### src/rtl/nic_pkg.sv
package nic_pkg;
    typedef enum logic [1:0] {
        ST_IDLE    = 2'd0,
        ST_PRESENT = 2'd1,
        ST_RUN     = 2'd2,
        ST_CHAIN   = 2'd3
    } nic_state_e;
endpackage

### src/rtl/nic_src_track.sv
module nic_src_track #(
    parameter int NSRC = 8,
    parameter int ID_W = 4
) (
    input  logic            clk,
    input  logic            rst_n,
    input  logic [NSRC-1:0] src_in,
    input  logic            nmi_in,
    input  logic [NSRC-1:0] src_rise,
    input  logic [NSRC-1:0] src_fall,
    input  logic [NSRC-1:0] src_hold,
    input  logic [NSRC-1:0] sw_clr,
    input  logic            ack_fire,
    input  logic [ID_W-1:0] ack_id,
    input  logic            ret_fire,
    input  logic [ID_W-1:0] ret_id,
    output logic [NSRC:0]   pend,
    output logic [NSRC:0]   act
);
    logic [NSRC-1:0] in_q;
    logic            nmi_q;

    for (genvar i = 0; i < NSRC; i++) begin : g_src
        logic evt;
        assign evt = (src_rise[i] & src_in[i] & ~in_q[i]) |
                     (src_fall[i] & ~src_in[i] & in_q[i]);

        always_ff @(posedge clk or negedge rst_n) begin
            if (!rst_n) begin
                in_q[i] <= 1'b0;
                pend[i] <= 1'b0;
                act[i]  <= 1'b0;
            end else begin
                in_q[i] <= src_in[i];
                if (evt)
                    pend[i] <= 1'b1;
                else if (ack_fire && ack_id == ID_W'(i) && !src_hold[i])
                    pend[i] <= 1'b0;
                else if (sw_clr[i])
                    pend[i] <= 1'b0;
                if (ack_fire && ack_id == ID_W'(i))
                    act[i] <= 1'b1;
                else if (ret_fire && ret_id == ID_W'(i))
                    act[i] <= 1'b0;
            end
        end
    end

    always_ff @(posedge clk or negedge rst_n) begin
        if (!rst_n) begin
            nmi_q      <= 1'b0;
            pend[NSRC] <= 1'b0;
            act[NSRC]  <= 1'b0;
        end else begin
            nmi_q <= nmi_in;
            if (nmi_in && !nmi_q)
                pend[NSRC] <= 1'b1;
            else if (ack_fire && ack_id == ID_W'(NSRC))
                pend[NSRC] <= 1'b0;
            if (ack_fire && ack_id == ID_W'(NSRC))
                act[NSRC] <= 1'b1;
            else if (ret_fire && ret_id == ID_W'(NSRC))
                act[NSRC] <= 1'b0;
        end
    end
endmodule

### src/rtl/nic_arbiter.sv
module nic_arbiter #(
    parameter int NSRC   = 8,
    parameter int PRIO_W = 4,
    parameter int ID_W   = 4,
    parameter int PB_W   = 3,
    parameter int KEY_W  = 5
) (
    input  logic [NSRC:0]        pend,
    input  logic [NSRC:0]        act,
    input  logic [NSRC-1:0]      src_en,
    input  logic [NSRC*PRIO_W-1:0] src_prio,
    input  logic [PB_W-1:0]      pre_bits,
    input  logic [KEY_W-1:0]     thresh,
    output logic                 win_valid,
    output logic [ID_W-1:0]      win_id,
    output logic [KEY_W-1:0]     win_lvl
);
    logic [PRIO_W-1:0] hi_mask;
    logic [KEY_W-1:0]  key [NSRC+1];
    logic [KEY_W-1:0]  lvl [NSRC+1];
    logic [NSRC:0]     elig;
    logic [KEY_W-1:0]  best;

    always_comb begin
        for (int j = 0; j < PRIO_W; j++)
            hi_mask[PRIO_W-1-j] = (j < int'(pre_bits));
    end

    for (genvar i = 0; i < NSRC; i++) begin : g_key
        assign key[i]  = {1'b0, src_prio[i*PRIO_W +: PRIO_W]} + KEY_W'(1);
        assign lvl[i]  = {1'b0, src_prio[i*PRIO_W +: PRIO_W] & hi_mask} + KEY_W'(1);
        assign elig[i] = pend[i] & ~act[i] & src_en[i] & (lvl[i] < thresh);
    end

    assign key[NSRC]  = '0;
    assign lvl[NSRC]  = '0;
    assign elig[NSRC] = pend[NSRC] & ~act[NSRC] & (lvl[NSRC] < thresh);

    always_comb begin
        win_valid = 1'b0;
        win_id    = '0;
        win_lvl   = '1;
        best      = '1;
        for (int i = 0; i <= NSRC; i++) begin
            if (elig[i] && (!win_valid || key[i] < best)) begin
                win_valid = 1'b1;
                win_id    = ID_W'(i);
                win_lvl   = lvl[i];
                best      = key[i];
            end
        end
    end
endmodule

### src/rtl/nic_nest_stack.sv
module nic_nest_stack #(
    parameter int DEPTH = 17,
    parameter int ID_W  = 4,
    parameter int KEY_W = 5,
    parameter int DP_W  = 5
) (
    input  logic             clk,
    input  logic             rst_n,
    input  logic             push,
    input  logic             pop,
    input  logic [ID_W-1:0]  push_id,
    input  logic [KEY_W-1:0] push_lvl,
    output logic [ID_W-1:0]  top_id,
    output logic [KEY_W-1:0] top_lvl,
    output logic [DP_W-1:0]  depth
);
    logic [ID_W-1:0]  id_mem  [DEPTH];
    logic [KEY_W-1:0] lvl_mem [DEPTH];
    logic [DP_W-1:0]  sp_q;
    logic [DP_W-1:0]  top_idx;

    assign top_idx = (sp_q == '0) ? '0 : sp_q - DP_W'(1);
    assign top_id  = id_mem[top_idx];
    assign top_lvl = (sp_q == '0) ? '1 : lvl_mem[top_idx];
    assign depth   = sp_q;

    always_ff @(posedge clk or negedge rst_n) begin
        if (!rst_n) begin
            sp_q <= '0;
            for (int k = 0; k < DEPTH; k++) begin
                id_mem[k]  <= '0;
                lvl_mem[k] <= '0;
            end
        end else if (push && sp_q < DP_W'(DEPTH)) begin
            id_mem[sp_q]  <= push_id;
            lvl_mem[sp_q] <= push_lvl;
            sp_q          <= sp_q + DP_W'(1);
        end else if (pop && sp_q != '0) begin
            sp_q <= sp_q - DP_W'(1);
        end
    end
endmodule

### src/rtl/nest_irq_ctrl.sv
module nest_irq_ctrl
    import nic_pkg::*;
#(
    parameter int NSRC    = 8,
    parameter int PRIO_W  = 4,
    parameter int VEC_W   = 8,
    parameter int VEC_OFS = 16,
    parameter int NMI_VEC = 2
) (
    input  logic                          clk,
    input  logic                          rst_n,
    input  logic [NSRC-1:0]               src_in,
    input  logic                          nmi_in,
    input  logic [NSRC-1:0]               src_en,
    input  logic [NSRC*PRIO_W-1:0]        src_prio,
    input  logic [NSRC-1:0]               src_rise,
    input  logic [NSRC-1:0]               src_fall,
    input  logic [NSRC-1:0]               src_hold,
    input  logic [$clog2(PRIO_W+1)-1:0]   pre_bits,
    input  logic [NSRC-1:0]               sw_clr,
    input  logic                          core_ack,
    input  logic                          core_ret,
    output logic                          irq_req,
    output logic [$clog2(NSRC+1)-1:0]     irq_id,
    output logic [VEC_W-1:0]              irq_vec,
    output logic                          irq_tail
);
    localparam int ID_W  = $clog2(NSRC + 1);
    localparam int KEY_W = PRIO_W + 1;
    localparam int STK_D = (1 << PRIO_W) + 1;
    localparam int DP_W  = $clog2(STK_D + 1);
    localparam int PB_W  = $clog2(PRIO_W + 1);

    nic_state_e       state_q, state_d;
    logic [NSRC:0]    pend, act;
    logic             win_valid;
    logic [ID_W-1:0]  win_id;
    logic [KEY_W-1:0] win_lvl;
    logic [ID_W-1:0]  top_id;
    logic [KEY_W-1:0] top_lvl;
    logic [DP_W-1:0]  depth;
    logic             offering;
    logic             ack_fire, ret_fire;

    assign offering = (state_q == ST_PRESENT) || (state_q == ST_CHAIN);
    assign ret_fire = core_ret && (depth != '0);
    assign ack_fire = core_ack && !ret_fire && offering && win_valid;

    nic_src_track #(.NSRC(NSRC), .ID_W(ID_W)) track_i (
        .clk(clk), .rst_n(rst_n), .src_in(src_in), .nmi_in(nmi_in),
        .src_rise(src_rise), .src_fall(src_fall), .src_hold(src_hold),
        .sw_clr(sw_clr), .ack_fire(ack_fire), .ack_id(win_id),
        .ret_fire(ret_fire), .ret_id(top_id), .pend(pend), .act(act)
    );

    nic_arbiter #(.NSRC(NSRC), .PRIO_W(PRIO_W), .ID_W(ID_W), .PB_W(PB_W),
                  .KEY_W(KEY_W)) arb_i (
        .pend(pend), .act(act), .src_en(src_en), .src_prio(src_prio),
        .pre_bits(pre_bits), .thresh(top_lvl), .win_valid(win_valid),
        .win_id(win_id), .win_lvl(win_lvl)
    );

    nic_nest_stack #(.DEPTH(STK_D), .ID_W(ID_W), .KEY_W(KEY_W),
                     .DP_W(DP_W)) stack_i (
        .clk(clk), .rst_n(rst_n), .push(ack_fire), .pop(ret_fire),
        .push_id(win_id), .push_lvl(win_lvl), .top_id(top_id),
        .top_lvl(top_lvl), .depth(depth)
    );

    always_ff @(posedge clk or negedge rst_n) begin
        if (!rst_n) state_q <= ST_IDLE;
        else        state_q <= state_d;
    end

    always_comb begin
        state_d = state_q;
        unique case (state_q)
            ST_IDLE: begin
                if (win_valid) state_d = ST_PRESENT;
            end
            ST_RUN: begin
                if (ret_fire)       state_d = ST_CHAIN;
                else if (win_valid) state_d = ST_PRESENT;
            end
            ST_PRESENT, ST_CHAIN: begin
                if (ret_fire)        state_d = ST_CHAIN;
                else if (ack_fire)   state_d = ST_RUN;
                else if (!win_valid) state_d = (depth != '0) ? ST_RUN : ST_IDLE;
            end
            default: state_d = ST_IDLE;
        endcase
    end

    always_comb begin
        irq_req  = offering && win_valid;
        irq_tail = (state_q == ST_CHAIN) && win_valid;
        irq_id   = win_id;
        irq_vec  = (win_id == ID_W'(NSRC)) ? VEC_W'(NMI_VEC)
                                           : VEC_W'(VEC_OFS) + VEC_W'(win_id);
    end
endmodule

### config.mk
export PLATFORM = sky130hd
export DESIGN_NAME = nest_irq_ctrl
export DESIGN_NICKNAME = d
export VERILOG_FILES = /design/src/rtl/nic_pkg.sv /design/src/rtl/nic_src_track.sv /design/src/rtl/nic_arbiter.sv /design/src/rtl/nic_nest_stack.sv /design/src/rtl/nest_irq_ctrl.sv
export SDC_FILE = /design/constraint.sdc
export NUM_CORES = 1
export LEC_CHECK = 0
export ABC_AREA = 1
export BUFFER_PORTS_ARGS = -buffer_cell sky130_fd_sc_hd__buf_2
export CAP_MARGIN = 20
export CORE_AREA = 2 2 157 159
export CTS_CLUSTER_SIZE = 14
export DETAILED_ROUTE_END_ITERATION = 7
export DIE_AREA = 0 0 159 161
export MAX_ROUTING_LAYER = met4
export PLACE_DENSITY = 0.72
export SYNTH_ARGS = -nofsm -noshare
export SYNTH_HDL_FRONTEND = slang
export SYNTH_HIERARCHICAL = 1
export SYNTH_SLANG_ARGS = --single-unit
### constraint.sdc
create_clock -name clk -period 19.6 [get_ports clk]
set_input_delay 0.98 -clock clk [delete_from_list [all_inputs] [get_ports clk]]
set_output_delay 0.98 -clock clk [all_outputs]
set_load 0.02 [all_outputs]
## Word level (Yosys, flattened, before mapping)

Cells that the tools add are included.

| word-level totals | value |
|---|---|
| bits in registers | 187 |
| input bits | 88 |
| word-level logic and storage cells | 426 |
| output and inout port bits | 14 |

| cells by class | value |
|---|---|
| bitwise operators | 101 |
| equal/unequal tests | 20 |
| reductions and logical operators | 96 |
| mux-type cells | 102 |
| add/sub/neg operators | 19 |
| magnitude comparators | 25 |

Operator list:

| kind | count |
|---|---|
| $mux 5 | 24 |
| $bwmux 85 | 1 |
| $add 4x1->5 const B | 16 |
| $lt 5x5->1 | 15 |
| $bwmux 68 | 1 |
| $and 1x1->1 | 58 |
| $mux 1 | 54 |
| $logic_and 1x1->1 | 44 |
| $and 4x4->4 | 8 |
| $eq 4x3->1 const B | 8 |
| $bmux 5 s5 | 1 |
| $demux 5 s5 | 1 |
| $not 1->1 | 25 |
| $reduce_bool 3->1 | 8 |
| $reduce_bool 2->1 | 11 |
| $bmux 4 s5 | 1 |
| $demux 4 s5 | 1 |
| $logic_not 1->1 | 18 |
| $eq 4x2->1 const B | 4 |
| $mux 2 | 8 |
| $mux 4 | 4 |
| $ge 6x6->1 const B | 2 |
| $mux 3 | 4 |
| $not 5->6 | 2 |
| 22 further kinds | 44 |

## Logic depth before layout (Yosys ltp)

| logic depth | value |
|---|---|
| word-level depth | 47 |
| gate-level depth with buffers | 107 |
| depth with buffers taken out | 95 |

## By module

Netlist, hierarchy kept.

Modules (own cells, without submodules):

| module | area an instance (um^2) | sequential area each (um^2) | cells an instance | times used |
|---|---|---|---|---|
| nic_nest_stack | 7897.6 | 3953.8 | 982 | 1 |
| nic_arbiter | 3400.8 | 0.0 | 573 | 1 |
| nic_src_track | 1249.9 | 675.6 | 152 | 1 |
| nest_irq_ctrl | 219.0 | 50.0 | 39 | 1 |

## Worst setup path before layout

Ideal clock, no wire load.

| path | value |
|---|---|
| kind | reg-to-output |
| from | register stack_i.sp_q[0] (netlist: stack_i/depth[0]) |
| to | output irq_vec[3] |
| cell stages (with the launch flop) | 94 |
| path buffers | 9 |
| data required time | 18.620 ns |
| arrival | 12.567 ns |
| path slack | 6.053 ns |
| path through | dfrtp_1 > inv_2 > buf_2 > clkbuf_1 > ha_1 > clkbuf_1 > inv_1 > o21ai_2 > nand3_1 > nor2_4 > a21oi_1 > nand2_1 > inv_1 > ha_1 > nand2_2 > nor2_2 > nand2_2 > nand3_4 > (+58 left out) > buf_2 > nand2_1 > o21ai_0 > ha_1 > a21oi_1 > nor2_1 > a211oi_1 > nand2_1 > nand2_2 > nand2_2 > buf_6 > nand2_2 > nand2_2 > nor2_4 > nor2_8 > nor2_2 > nor2_1 > a21boi_0 |

| on the way | value |
|---|---|
| cells in the longest elaborated chain, start to end | 44 |
| elaborated cells between the ends (all ways) | 85 |
| classes of those cells | add/sub: 2; order compare: 17; eq/ne: 1; mux: 30; bitwise: 10; reduce/logical: 25 |

RTL lines:

| what | RTL line | text |
|---|---|---|
| start: declaration | nic_nest_stack.sv:19 | `logic [DP_W-1:0] sp_q;` |
| start signal: assignment | nic_nest_stack.sv:37 | `sp_q <= sp_q + DP_W'(1);` |
| start signal: assignment | nic_nest_stack.sv:39 | `sp_q <= sp_q - DP_W'(1);` |
| $sub 5x1->5 or $logic_not 5->1 (tied branches) | nic_nest_stack.sv:22, nic_nest_stack.sv:24 |  |
| $mux 5 | nic_nest_stack.sv:22 | `assign top_idx = (sp_q == '0) ? '0 : sp_q - DP_W'(1);` |
| $not 5->6 (not written as such) | nic_nest_stack.sv:24 | `assign top_lvl = (sp_q == '0) ? '1 : lvl_mem[top_idx];` |
| $bmux 5 s5 | nic_nest_stack.sv:24 |  |
| $mux 5 (not written as such) (2 in a row) | nic_nest_stack.sv:24 |  |
| $mux 5 (*) | nic_nest_stack.sv:24 |  |
| named net top_lvl[4] | nest_irq_ctrl.sv:40 | `logic [KEY_W-1:0] top_lvl;` |
| $lt 5x5->1 | nic_arbiter.sv:32 | `assign elig[i] = pend[i] & ~act[i] & src_en[i] & (lvl[i] < thresh);` |
| (+29 left out) | n/a |  |
| $mux 5 or $mux 1 (tied branches) | nic_arbiter.sv:45 | `if (elig[i] && (!win_valid \|\| key[i] < best)) begin` |
| $lt 1x5->1 or $logic_not 1->1 (tied branches) | nic_arbiter.sv:45 |  |
| $logic_or 1x1->1 | nic_arbiter.sv:45 |  |
| $logic_and 1x1->1 (*) | nic_arbiter.sv:45 |  |
| $mux 4 (*) | nic_arbiter.sv:45 |  |
| named net irq_id[3] | nest_irq_ctrl.sv:24 | `output logic [$clog2(NSRC+1)-1:0] irq_id,` |
| $add 5x4->6 or $eq 4x4->1 (tied branches) | nest_irq_ctrl.sv:99, nest_irq_ctrl.sv:98 |  |
| $mux 6 (*) | nest_irq_ctrl.sv:98 | `irq_vec = (win_id == ID_W'(NSRC)) ? VEC_W'(NMI_VEC)` |
| end: declaration | nest_irq_ctrl.sv:25 | `output logic [VEC_W-1:0] irq_vec,` |

Mark *: on every way through the listed nets, which the timed path passes. The rest lies on a longest branch. The select of a mux whose other input is x is not followed.

## Final worst setup path

| path | value |
|---|---|
| from | register stack_i.sp_q[0] (netlist: stack_i/depth[0]) |
| to | output irq_vec[3] |

| on the way | value |
|---|---|
| cells in the longest elaborated chain, start to end | 44 |
| elaborated cells between the ends (all ways) | 85 |
| classes of those cells | add/sub: 2; order compare: 17; eq/ne: 1; mux: 30; bitwise: 10; reduce/logical: 25 |

RTL lines:

| what | RTL line |
|---|---|
| $sub 5x1->5 or $logic_not 5->1 (tied branches) | nic_nest_stack.sv:22, nic_nest_stack.sv:24 |
| $mux 5 | nic_nest_stack.sv:22 |
| $not 5->6 (not written as such) | nic_nest_stack.sv:24 |
| $bmux 5 s5 | nic_nest_stack.sv:24 |
| $mux 5 (not written as such) (2 in a row) | nic_nest_stack.sv:24 |
| $mux 5 (*) | nic_nest_stack.sv:24 |
| named net top_lvl[2] | nest_irq_ctrl.sv:40 |
| $lt 5x5->1 | nic_arbiter.sv:32 |
| (+28 left out) | n/a |
| $logic_and 1x1->1 | nic_arbiter.sv:45 |
| $mux 5 or $mux 1 (tied branches) | nic_arbiter.sv:45 |
| $lt 1x5->1 or $logic_not 1->1 (tied branches) | nic_arbiter.sv:45 |
| $logic_or 1x1->1 | nic_arbiter.sv:45 |
| $logic_and 1x1->1 | nic_arbiter.sv:45 |
| $mux 4 (*) | nic_arbiter.sv:45 |
| $add 5x4->6 or $eq 4x4->1 (tied branches) | nest_irq_ctrl.sv:99, nest_irq_ctrl.sv:98 |
| $mux 6 (*) | nest_irq_ctrl.sv:98 |

Marked as above.

==> summary.log <==
[critical_path] Crit path largest cell delay 610 ps
[placement] Final GP Congestion 0.950
[cts] number of buffers added to fix hold violations after cts 0
[critical_path] CP arrival 14,510 ps
[pwr] Total Power 2.74 mW
[logic_synthesis] mean instance size in the synthesized netlist 7.31 um2
[run_status] outcome finished, final reports clean
[cts] TritonCTS clock tree built
[logic_synthesis] commonest register cell after synthesis sky130_fd_sc_hd__dfrtp_1
[timing] count of endpoints failing hold in the final timing report 0
[timing] setup TNS 0 ps
[pwr] power density over the cells 196 mW/mm2
[timing] Highest Clock Rate 64.5 MHz
[logic_synthesis] cell area after synthesis 0.0128 mm2
[critical_path] standard cell with the maximum stage delay on the critical path sky130_fd_sc_hd__buf_4
[grt] number of antenna violations at the first check in global routing 0
[run] max-cap check violation count 0
[drt] WL final 35,600 um
[timing] share of the clock period used by the worst path 0.791
[floorplanning] number of rows in the core area 57
[logic_synthesis] post-synthesis async set-or-reset flop share 1.00
[layout] Filler Cell Count 2,226
[layout] growth of design area from synthesis to finish 9.41%
[critical_path] setup slack on the worst flop-to-flop path 4410 ps
[grt] first-pass GRT wire length 58,200 um
[placement] count of input and output buffers 98
[layout] leading cell types in the layout, fill and taps excluded 477 x sky130_fd_sc_hd__nand2_1, 220 x sky130_fd_sc_hd__o21ai_0, 187 x sky130_fd_sc_hd__dfrtp_1
[critical_path] kind of end point of the critical path primary output
[logic_synthesis] count of state elements after synthesis 187
[cts] clock root cell sky130_fd_sc_hd__clkbuf_16
[drt] DRC Markers 0
[cts] Sinks on Clock Net 187
[floorplanning] core region area 0.0240 mm2
[timing] setup repair after global routing missed its margin false
[timing] number of pins with negative max-slew slack in the final report 0
[timing] worst slew pin tran 926 ps
[cts] clock latency on the worst-skew pair 430 ps
[drt] drt initial violations 1,140
[placement] detailed-placement wirelength estimate 25,300 um
[cts] Clock Tree Buf Depth 2
[timing] Clock Skews 11.2 ps
[critical_path] critical path class flip-flop to primary output
[layout] Util after Layout 0.583
[cts] TritonCTS Buffers 17
[drt] drt pass-1 iters 5
[drt] via count normalized by instance count 5.52
[logic_synthesis] Seq/Total Area, Yosys 0.367
[layout] leading cell type in the layout, fill and taps excluded sky130_fd_sc_hd__nand2_1
[grt] pin count of the biggest net entering global routing 130
[grt] total global routing overflow 0
[grt] Tot GR Track Use 0.290
[layout] share of post-route cells with drive strength above 1 0.124
[timing] Min Clock Period, post-route 15,490 ps
[logic_synthesis] number of synthesized flops with an enable pin 0
[layout] net total in the final layout 1,969
[pwr] worst ir drop on vdd 0.0000955 V
[hold_path] type of the tightest min-delay check flip-flop to flip-flop
[logic_synthesis] number of distinct standard cells referenced by the synthesized netlist 52
[layout] number of diodes added for antenna fixing 0
[pwr] leakage 7.08 nW
[drt] antenna-violating nets left 0
[floorplanning] Vert. Die Dim 161 um
[cts] clk slew on worst S/H paths 70 ps
[cts] setup repair bufs after CTS 0
[critical_path] CP startpoint stack_i/depth[0]
[critical_path] critical path's most frequent cell sky130_fd_sc_hd__nand2_1
[floorplanning] I/O pin cnt 102
[drt] Routed wire per std cell 16.7 um
[timing] number of failing setup endpoints in the final timing report 0
[timing] Rel. slew slack 0.377
[cts] number of gates resized after CTS 0
[critical_path] largest driver fanout on the critical path 69
[critical_path] Crit path required time 18,620 ps
[hold_path] min-delay src stack_i/lvl_mem[59]
[cts] CTS H-Tree Depth 4
[floorplanning] Horiz. Die Dim 159 um
[critical_path] crit path launch type flip-flop
[drt] Vias 11,800
[logic_synthesis] count of mapped cells out of synthesis 1,746
[critical_path] FF-to-FF Start stack_i/depth[0]
[floorplanning] Initial Utilization 0.533
[logic_synthesis] yosys warns 6
[grt] vias in the first global route 11,300
[floorplanning] Total Die Area 0.0256 mm2
==> path summary, 6_finish.rpt <==
| check | to | cells after the start |
|---|---|---|
| worst max-delay path | irq_vec[3] | 84 |
| worst min-delay path | stack_i/lvl_mem[59] | 2 |
| worst max register to register | stack_i/lvl_mem[79] | 85 |
| worst min register to register | stack_i/lvl_mem[59] | 2 |
| max in group asynchronous | stack_i/lvl_mem[73] | 2 |
| min in group asynchronous | stack_i/id_mem[16] | 1 |
==> where the power goes <==
group	switching, mW	total (mW)	internal (mW)
Combinational	1.28	1.78	0.501
Clock	0.156	0.381	0.225
Sequential	0.0757	0.576	0.500
==> stage by stage <==
step | worst slack [ps] | cell area [um2] | hold WS [ps] | instances
CTS | 4200 | 13900 | 482 | 2138
detailed placement | 4610 | 13300 | 464 | 2106
global placement | 4980 | 13300 | 458 | 2106
global route | 2570 | 14000 | 506 | 2139
floorplan | 6050 | 12800 | 442 | 1748
finish | 4110 | 14000 | 476 | 2139
==> synth_stat cells (23+ instances only) <==
| cell type | number | share of area |
|---|---|---|
| sky130_fd_sc_hd__nand2_1 | 477 | 0.14 |
| sky130_fd_sc_hd__o21ai_0 | 220 | 0.086 |
| sky130_fd_sc_hd__dfrtp_1 | 187 | 0.37 |
| sky130_fd_sc_hd__nor2_1 | 165 | 0.049 |
| sky130_fd_sc_hd__inv_1 | 153 | 0.045 |
| sky130_fd_sc_hd__nand3_1 | 107 | 0.042 |
| sky130_fd_sc_hd__ha_1 | 79 | 0.077 |
| sky130_fd_sc_hd__nand3b_1 | 44 | 0.026 |
| sky130_fd_sc_hd__a21oi_1 | 35 | 0.014 |
| sky130_fd_sc_hd__nand2_2 | 30 | 0.015 |
| sky130_fd_sc_hd__clkbuf_1 | 24 | 0.0071 |
| sky130_fd_sc_hd__o21ai_1 | 23 | 0.0090 |
| sky130_fd_sc_hd__xor2_1 | 23 | 0.016 |
==> worst max-delay path: cells and delay by family, from the launching register on <==
kind	cells	cell delay, ps
compound gates	20	3950
fa+ha+maj	9	2670
flops	1	470
simple gates	48	5120
buf+inv	7	1830
==> metal layers <==
layer | track usage | part of all wire | up-vias
met5 | - | 0 | -
met4 | 0.118 | 0.036 | 0
li1 | - | - | 5804
met1 | 0.377 | 0.43 | 5494
met3 | 0.0444 | 0.067 | 76
met2 | 0.458 | 0.46 | 433
==> logic make-up after synthesis <==
kind of cell / synth area share
AND/OR/NAND/NOR: 0.316
AO/OA/AOI/OAI: 0.134
buffers and inverters: 0.0825
flip-flops: 0.367
adder cells (fa/ha/maj): 0.0774
XOR/XNOR: 0.0233
other: 0.000294
==> registers in the layout (all words and copies together), names as in the netlist <==
name,count
stack_i/lvl_mem,85
stack_i/depth,5
track_i/in_q,8
stack_i/id_mem,68
track_i/act,9
track_i/pend,9
track_i/nmi_q,1
state_q,2
==> cell type report <==
cell class                      count  area [um2]  area share
Tap cell                          324         405      0.0290
Multi-Input combinational cell   1327        7040       0.504
Sequential cell                   187        4680       0.335
Timing Repair Buffer              104         564      0.0404
Clock inverter                     13         200      0.0143
Inverter                          165         624      0.0447
Clock buffer                       19         453      0.0324
(Power assumes the default switching activity.)
